**config.mk**
```make
export PLATFORM = sky130hd
export DESIGN_NAME = cpu8_core
export DESIGN_NICKNAME = d
export VERILOG_FILES = /design/src/rtl/cpu8_pkg.sv /design/src/rtl/cpu8_agu.sv /design/src/rtl/cpu8_alu.sv /design/src/rtl/cpu8_cond.sv /design/src/rtl/cpu8_core.sv
export SDC_FILE = /design/constraint.sdc
export NUM_CORES = 1
export LEC_CHECK = 0
export ABC_AREA = 1
export BUFFER_PORTS_ARGS = -buffer_cell sky130_fd_sc_hd__buf_2
export CAP_MARGIN = 25
export CORE_UTILIZATION = 55
export CTS_BUF_LIST = sky130_fd_sc_hd__clkbuf_16
export CTS_CLUSTER_DIAMETER = 50
export DETAILED_ROUTE_END_ITERATION = 8
export GPL_TIMING_DRIVEN = 0
export HOLD_SLACK_MARGIN = 0.02
export PLACE_DENSITY = 0.77
export SYNTH_ARGS = -nofsm -noshare
export SYNTH_HDL_FRONTEND = slang
export SYNTH_SLANG_ARGS = --single-unit
```
**constraint.sdc**
```tcl
create_clock -name clk -period 1.9 [get_ports clk]
set_input_delay 0.095 -clock clk [delete_from_list [all_inputs] [get_ports clk]]
set_output_delay 0.095 -clock clk [all_outputs]
set_load 0.01 [all_outputs]
```
**src/rtl/cpu8_pkg.sv**
```systemverilog
package cpu8_pkg;

    typedef enum logic [2:0] {
        OP_LDA = 3'd0,
        OP_LDX = 3'd1,
        OP_ADD = 3'd2,
        OP_NOR = 3'd3,
        OP_STA = 3'd4,
        OP_STX = 3'd5,
        OP_BRC = 3'd6,
        OP_JMP = 3'd7
    } op_e;

    // Mode field; for conditional branches the same two bits pick the test.
    typedef enum logic [1:0] {
        MD_IMM = 2'd0,
        MD_ABS = 2'd1,
        MD_IDX = 2'd2,
        MD_REL = 2'd3
    } mode_e;

    typedef enum logic [1:0] {
        ST_FETCH  = 2'd0,
        ST_OPCODE = 2'd1,
        ST_ADDR   = 2'd2,
        ST_DATA   = 2'd3
    } state_e;

    typedef struct packed {
        logic z;
        logic n;
        logic c;
    } flags_t;

endpackage

```
**src/rtl/cpu8_agu.sv**
```systemverilog
module cpu8_agu
    import cpu8_pkg::*;
#(
    parameter int DATA_W = 8,
    parameter int ADDR_W = 11
) (
    input  mode_e              mode,
    input  logic [ADDR_W-DATA_W-1:0] hi_bits,
    input  logic [DATA_W-1:0]  lo_byte,
    input  logic [DATA_W-1:0]  index,
    input  logic [ADDR_W-1:0]  next_pc,
    output logic [ADDR_W-1:0]  ea,
    output logic [ADDR_W-1:0]  rel_target
);
    localparam int HI_W = ADDR_W - DATA_W;

    logic [ADDR_W-1:0] abs_addr;
    logic [ADDR_W-1:0] idx_addr;

    always_comb begin
        abs_addr   = {hi_bits, lo_byte};
        idx_addr   = abs_addr + {{HI_W{1'b0}}, index};
        rel_target = next_pc + {{HI_W{lo_byte[DATA_W-1]}}, lo_byte};
        case (mode)
            MD_IDX:  ea = idx_addr;
            MD_REL:  ea = rel_target;
            default: ea = abs_addr;
        endcase
    end
endmodule

```
**src/rtl/cpu8_alu.sv**
```systemverilog
module cpu8_alu
    import cpu8_pkg::*;
#(
    parameter int DATA_W = 8
) (
    input  op_e               op,
    input  logic [DATA_W-1:0] acc,
    input  logic [DATA_W-1:0] operand,
    input  logic              c_in,
    output logic [DATA_W-1:0] result,
    output logic              c_out,
    output logic              wr_acc,
    output logic              wr_idx
);
    always_comb begin
        result = operand;
        c_out  = c_in;
        wr_acc = 1'b0;
        wr_idx = 1'b0;
        case (op)
            OP_LDA: wr_acc = 1'b1;
            OP_LDX: wr_idx = 1'b1;
            OP_ADD: begin
                {c_out, result} = {1'b0, acc} + {1'b0, operand};
                wr_acc = 1'b1;
            end
            OP_NOR: begin
                result = ~(acc | operand);
                wr_acc = 1'b1;
            end
            default: ;
        endcase
    end
endmodule

```
**src/rtl/cpu8_cond.sv**
```systemverilog
module cpu8_cond
    import cpu8_pkg::*;
(
    input  mode_e  sel,
    input  flags_t flags,
    output logic   take
);
    always_comb begin
        case (sel)
            MD_IMM:  take = 1'b1;
            MD_ABS:  take = flags.z;
            MD_IDX:  take = flags.n;
            default: take = ~flags.c;
        endcase
    end
endmodule

```
**src/rtl/cpu8_core.sv**
```systemverilog
module cpu8_core
    import cpu8_pkg::*;
#(
    parameter int DATA_W = 8,
    parameter int ADDR_W = 11
) (
    input  logic              clk,
    input  logic              rst,
    output logic [ADDR_W-1:0] mem_addr,
    input  logic [DATA_W-1:0] mem_rdata,
    output logic [DATA_W-1:0] mem_wdata,
    output logic              mem_we
);
    localparam int HI_W = ADDR_W - DATA_W;

    typedef struct packed {
        state_e            st;
        logic [ADDR_W-1:0] pc;
        logic [DATA_W-1:0] ir;
        logic [DATA_W-1:0] a;
        logic [DATA_W-1:0] x;
        flags_t            f;
    } regs_t;

    regs_t q, d;

    op_e               op;
    mode_e             md;
    logic [ADDR_W-1:0] ea, rel_target;
    logic [DATA_W-1:0] alu_res;
    logic              alu_c, alu_wr_a, alu_wr_x;
    logic              take;
    logic              reads_mem;
    logic              exec_now;

    assign op = op_e'(q.ir[DATA_W-1 -: 3]);
    assign md = mode_e'(q.ir[DATA_W-4 -: 2]);

    cpu8_agu #(.DATA_W(DATA_W), .ADDR_W(ADDR_W)) u_agu (
        .mode       (md),
        .hi_bits    (q.ir[HI_W-1:0]),
        .lo_byte    (mem_rdata),
        .index      (q.x),
        .next_pc    (q.pc),
        .ea         (ea),
        .rel_target (rel_target)
    );

    cpu8_alu #(.DATA_W(DATA_W)) u_alu (
        .op      (op),
        .acc     (q.a),
        .operand (mem_rdata),
        .c_in    (q.f.c),
        .result  (alu_res),
        .c_out   (alu_c),
        .wr_acc  (alu_wr_a),
        .wr_idx  (alu_wr_x)
    );

    cpu8_cond u_cond (
        .sel   (md),
        .flags (q.f),
        .take  (take)
    );

    always_comb begin
        d         = q;
        mem_addr  = q.pc;
        mem_we    = 1'b0;
        mem_wdata = (op == OP_STX) ? q.x : q.a;
        reads_mem = (op inside {OP_LDA, OP_LDX, OP_ADD, OP_NOR});
        exec_now  = 1'b0;

        case (q.st)
            ST_FETCH: begin
                d.pc = q.pc + 1'b1;
                d.st = ST_OPCODE;
            end
            ST_OPCODE: begin
                d.ir = mem_rdata;
                d.pc = q.pc + 1'b1;
                d.st = ST_ADDR;
            end
            ST_ADDR: begin
                mem_addr = ea;
                d.st     = ST_FETCH;
                case (op)
                    OP_STA, OP_STX: mem_we = (md != MD_IMM);
                    OP_BRC:         if (take) d.pc = rel_target;
                    OP_JMP:         d.pc = ea;
                    default: begin
                        if (md == MD_IMM) exec_now = 1'b1;
                        else              d.st = ST_DATA;
                    end
                endcase
            end
            default: begin
                exec_now = 1'b1;
                d.st     = ST_FETCH;
            end
        endcase

        if (exec_now && reads_mem) begin
            if (alu_wr_a) d.a = alu_res;
            if (alu_wr_x) d.x = alu_res;
            d.f.z = (alu_res == '0);
            d.f.n = alu_res[DATA_W-1];
            d.f.c = alu_c;
        end
    end

    always_ff @(posedge clk) begin
        if (rst) q <= '0;
        else     q <= d;
    end


    pc_step_chk: assert property (@(posedge clk) disable iff (rst)
        (q.st == ST_FETCH) |=> (q.pc == ADDR_W'($past(q.pc) + 1'b1)));


    zn_acc_chk: assert property (@(posedge clk) disable iff (rst)
        (exec_now && alu_wr_a) |=> ((q.f.z == (q.a == '0)) && (q.f.n == q.a[DATA_W-1])));


    zn_idx_chk: assert property (@(posedge clk) disable iff (rst)
        (exec_now && alu_wr_x) |=> ((q.f.z == (q.x == '0)) && (q.f.n == q.x[DATA_W-1])));


    add_carry_chk: assert property (@(posedge clk) disable iff (rst)
        (exec_now && op == OP_ADD) |=>
        ({q.f.c, q.a} == $past({1'b0, q.a}) + $past({1'b0, mem_rdata})));


    store_keeps_chk: assert property (@(posedge clk) disable iff (rst)
        mem_we |=> ($stable(q.f) && $stable(q.a) && $stable(q.x)));


    branch_flags_chk: assert property (@(posedge clk) disable iff (rst)
        (q.st == ST_ADDR && op == OP_BRC) |=> $stable(q.f));

endmodule

```
* Word-level counts from Yosys, hierarchy flattened *
Cells that the tools add are included.

word-level totals
  word-level logic and storage cells = 63
  memory bits (writable) = 0
  memories kept = 0
  bits in latches = 0
  memory bits (read-only) = 0
  input port bits = 10
  bits in registers = 40
  output and inout port bits = 20

cells by class
  equal/unequal tests = 14
  multiply operators = 0
  order comparisons = 0
  muxes and demuxes = 18
  divide/modulo/power cells = 0
  shifts and indexed selects = 0
  add/subtract/negate cells = 4
  bitwise operators = 3
  reductions and logical operators = 16

operators with widths
  cell                   number
  $pmux 11 s2            3
  $mux 11                2
  $pmux 8 s2             1
  $eq 3x3->1 const B     4
  $add 11x1->11 const B  1
  $add 11x11->11         1
  $add 11x8->11          1
  $add 8x8->9            1
  $logic_not 8->1        1
  $mux 8                 1
  $not 8->8              1
  $or 8x8->8             1
  $eq 2x2->1 const B     3
  $eq 3x2->1 const B     2
  $mux 1                 6
  $pmux 2 s3             1
  $reduce_and 2->1       3
  $eq 2x1->1 const B     2
  $logic_not 2->1        2
  $mux 2                 2
  $reduce_bool 2->1      2
  $reduce_bool 4->1      1
  $reduce_or 2->1        2
  $reduce_or 4->1        1
  10 further kinds       10

* Logic depth before layout (Yosys ltp) *
  word-level depth = 6
  gate-level depth with buffers = 14
  mapped depth without buffers = 14

* Modules after synthesis *
A second synthesis with hierarchy kept.

unflattened totals
  cells, all modules = 747
  area total of the unflattened synthesis = 4320.4 um^2

modules (own cells, without submodules)
  module     sequential area each (um^2)  cells an instance  area each (um^2)  times used
  cpu8_core  800.8                        384                2319.7            1
  cpu8_agu   0.0                          226                1228.7            1
  cpu8_alu   0.0                          129                738.2             1
  cpu8_cond  0.0                          8                  33.8              1

* Worst setup path before layout *
OpenSTA, ideal clock, no wires.

  kind = reg-to-output
  start = register q[27] in the netlist's numbering
  end = output port mem_addr[6]
  buffers on the path = 0
  required time = 1.805 ns
  cell stages (with the launch flop) = 10
  path slack = 0.082 ns
  arrival time = 1.723 ns
  cells stage by stage = dfxtp_1 -> ha_1 -> fa_1 -> nand3_1 -> nand3_1 -> nand2_1 -> nand2_1 -> nand2_1 -> nand3_1 -> a41oi_1

on the way
  longest elaborated chain between the ends = 3

ends and longest elaborated chain
  what                    line              source
  start, declared         cpu8_core.sv:25   regs_t q, d;
  start signal, assigned  cpu8_core.sv:113  if (rst) q <= '0;
  start signal, assigned  cpu8_core.sv:114  else q <= d;
  $add 11x11->11          cpu8_agu.sv:23    rel_target = next_pc + {{HI_W{lo_byte[DATA_W-1]}}, lo_byte};
  $pmux 11 s2             cpu8_agu.sv:24    case (mode)
  $mux 11                 cpu8_core.sv:74   case (q.st)
  end, declared           cpu8_core.sv:9    output logic [ADDR_W-1:0] mem_addr,

No other way between the ends.

* Final worst setup path *
Same ends and word-level chain as after synthesis.

==> flow_metrics.tcl <==
set metrics [dict create \
    end_kind "primary output" \
    start_util 0.578 \
    vias_per_cell 5.99 \
    finish.instance_area_sq_um 5410 \
    ys_seq_area_frac 0.201 \
    ir_worst_vdd_uv 363 \
    drc 0 \
    placementRows 30 \
    min_period_ns 2.16 \
    hold_viol 0 \
    p_int_mw 2.14 \
    power_frac_clock 0.228 \
    final_cell_mix "146 x nand2_1, 79 x inv_1, 58 x a21oi_1" \
    report.final.slew_viol_count 0 \
    vias 4878 \
    wire_per_inst_um 17.3 \
    comb_power_share 0.479 \
    p_switching_mw 1.52 \
    cts_sinks 40 \
    slew_headroom 0.679 \
    switching_share 0.414 \
    maxCapViolCount 0 \
    path_max_fanout 3 \
    outcome "finished, violations left" \
    antenna_found_initial 1 \
    skew_ns 0.00768 \
    cts_hold_buf 0 \
    min-delay-start "rst" \
    gp_congestion 0.971 \
    violations "setup timing" \
    p_leak_nw 2.52 \
    netlist_area_sq_um 3990 \
    dpl.hpwl_um 9630 \
    grtUsageTotal 0.365 \
    worstSetupStartpointType "register" \
    ant_nets 0 \
    clkTransAtPathRegs_ns 0.06 \
    critPathArrivalTime_ns 2.06 \
    required_ns 1.80 \
    reg2reg_from "q[27]$_SDFFE_PP0P_" \
    post-route-period-util 1.13 \
    syn_nets 696 \
    hold_class "in2reg" \
    fin_ws_ns -0.256 \
    ioPinCount 30 \
    path_class "reg2out" \
    synth.ff_latch_count 40 \
    nNetsFinal 765 \
    post-place-cells 773 \
    die_y_um 87.2 \
    globalRouteOverflowTotal 0 \
    power_frac_seq 0.294 \
    clockBufferDepth 2 \
    grt_pass1_vias 4428 \
    cts_tree "yes" \
    drt-total-wl_um 14100 \
    yosys_most_used_dff "dfxtp_1" \
    area_delta_synth_final_pct 35.4 \
    grt_pass1_wl_um 21300 \
    portBuffers 29 \
    numCtsBuffers 5 \
    synth_async_sr_flop_share 0 \
    worst_slew_pin_slew_ns 0.480 \
    rsz0062_at_grt "true" \
    syn_inst 648 \
    insertion_delay_ns 0.29 \
    synth_edf_count 0 \
    ys_types 44 \
    drive_gt1_frac 0.309 \
    die_w_um 87.2 \
    yosysWarnings 0 \
    core_sq_um 6910 \
    fin_tns_setup_ns -1.94 \
    finalPower_mw 3.66 \
    firstDrtPassIters 5 \
    whs_ns 0.0609 \
    fmax_mhz 464 \
    die-area_sq_um 7600 \
    power_density_nw_per_um2 677 \
    critPathLaunch "q[27]$_SDFFE_PP0P_" \
    drt_iter0_drc 330 \
    grt_max_degree 13 \
    layout_commonest_cell "nand2_1" \
    final-setup-viol-count 12 \
    cts_htree_levels 2 \
    avgSynthCellArea_sq_um 6.16 \
    cts-root-buf "clkbuf_16" \
    fill_cells 534 \
    layout.cells.non_filler 815 \
    placed_area_sq_um 4260 \
]
-- critical path: stages, from the launching register on --
cell and delay (ns):
dfxtp_4 0.35, ha_4 0.16, fa_2 0.39, nand3_2 0.09, nand3_4 0.10, nand2_2 0.10, nand2_2 0.06, nand2_2 0.09
nand3_2 0.08, a41oi_2 0.18, buf_2 0.16
-- cells in the mapped netlist (all sizes together) (3+ instances only) --
cell type / instances / area (sq um)
a41oi: 6 / 52.6
xor2: 4 / 35.0
clkbuf: 5 / 18.8
o211ai: 5 / 42.5
nor2: 60 / 260
a21oi: 70 / 358
nand2: 171 / 654
nand4: 15 / 93.8
inv: 88 / 335
nand3: 49 / 263
nand3b: 5 / 37.5
fa: 3 / 60.1
o21ai: 57 / 289
ha: 35 / 438
and3: 3 / 18.8
or2: 4 / 25.0
nor3: 3 / 20.0
buf: 11 / 83.8
xnor2: 4 / 35.0
dfxtp: 40 / 801
-- sequential cells by signal, summed over array words and instances, names as in the netlist --
name	count
md	2
op	3
q	35
-- cells by family after synthesis --
group,Yosys count,share of synthesized area
AOI/OAI and AO/OA,147,0.202
xor gates and xnor gates,8,0.0175
adders and majority gates,38,0.125
buffers and inverters,104,0.110
DFF,40,0.201
and+or+nand+nor,311,0.345
-- cell type report --
class,instances,area (sq um),area share
Buffer,16,105,0.0194
Tap cell,96,120,0.0222
Clock inverter,3,15.0,0.00278
Antenna cell,1,2.50,0.000463
Clock buffer,5,125,0.0231
Timing Repair Buffer,62,415,0.0769
Multi-Input combinational cell,504,3450,0.638
Inverter,88,335,0.0620
Sequential cell,40,838,0.155
-- worst paths after layout --
kind / slack (ns) / cells after the start / end
worst max-delay path: -0.26 / 10 / mem_addr[6]
worst min-delay path: 0.06 / 2 / q[2]$_SDFFE_PP0P_
worst max register to register: -0.15 / 11 / q[29]$_SDFFE_PP0P_
worst min register to register: 0.51 / 2 / q[2]$_SDFFE_PP0P_
-- routing by layer --
metal  track usage  part of all wire
met5             0                 0
met4         0.232             0.058
met3        0.0588             0.075
met2         0.631              0.48
met1         0.420              0.38
-- timing repair --
action,in CTS,in global routing
gates resized for setup,119,47
buffers inserted,19,16
pin swaps,34,35
setup endpoints to repair,29,31
-- stage by stage --
| stage | worst slack (ns) | utilization |
|---|---|---|
| final | -0.256 | 0.783 |
| after CTS | -0.223 | 0.738 |
| after global placement | -0.219 | 0.616 |
| after detailed placement | -0.238 | 0.616 |
| after global routing | -0.349 | 0.783 |
| after floorplan | 0.0816 | - |
-- power by group through the flow --
stage / Clock [mW] / Sequential (mW) / Combinational [mW]
finish: 0.833 / 1.07 / 1.75
global route: 0.876 / 1.08 / 1.89
detailed placement: 0 / 1.06 / 1.23
floorplan: 0 / 1.02 / 0.910
global placement: 0 / 1.06 / 1.20
CTS: 0.833 / 1.06 / 1.53
Power figures use the tool's default switching activity.
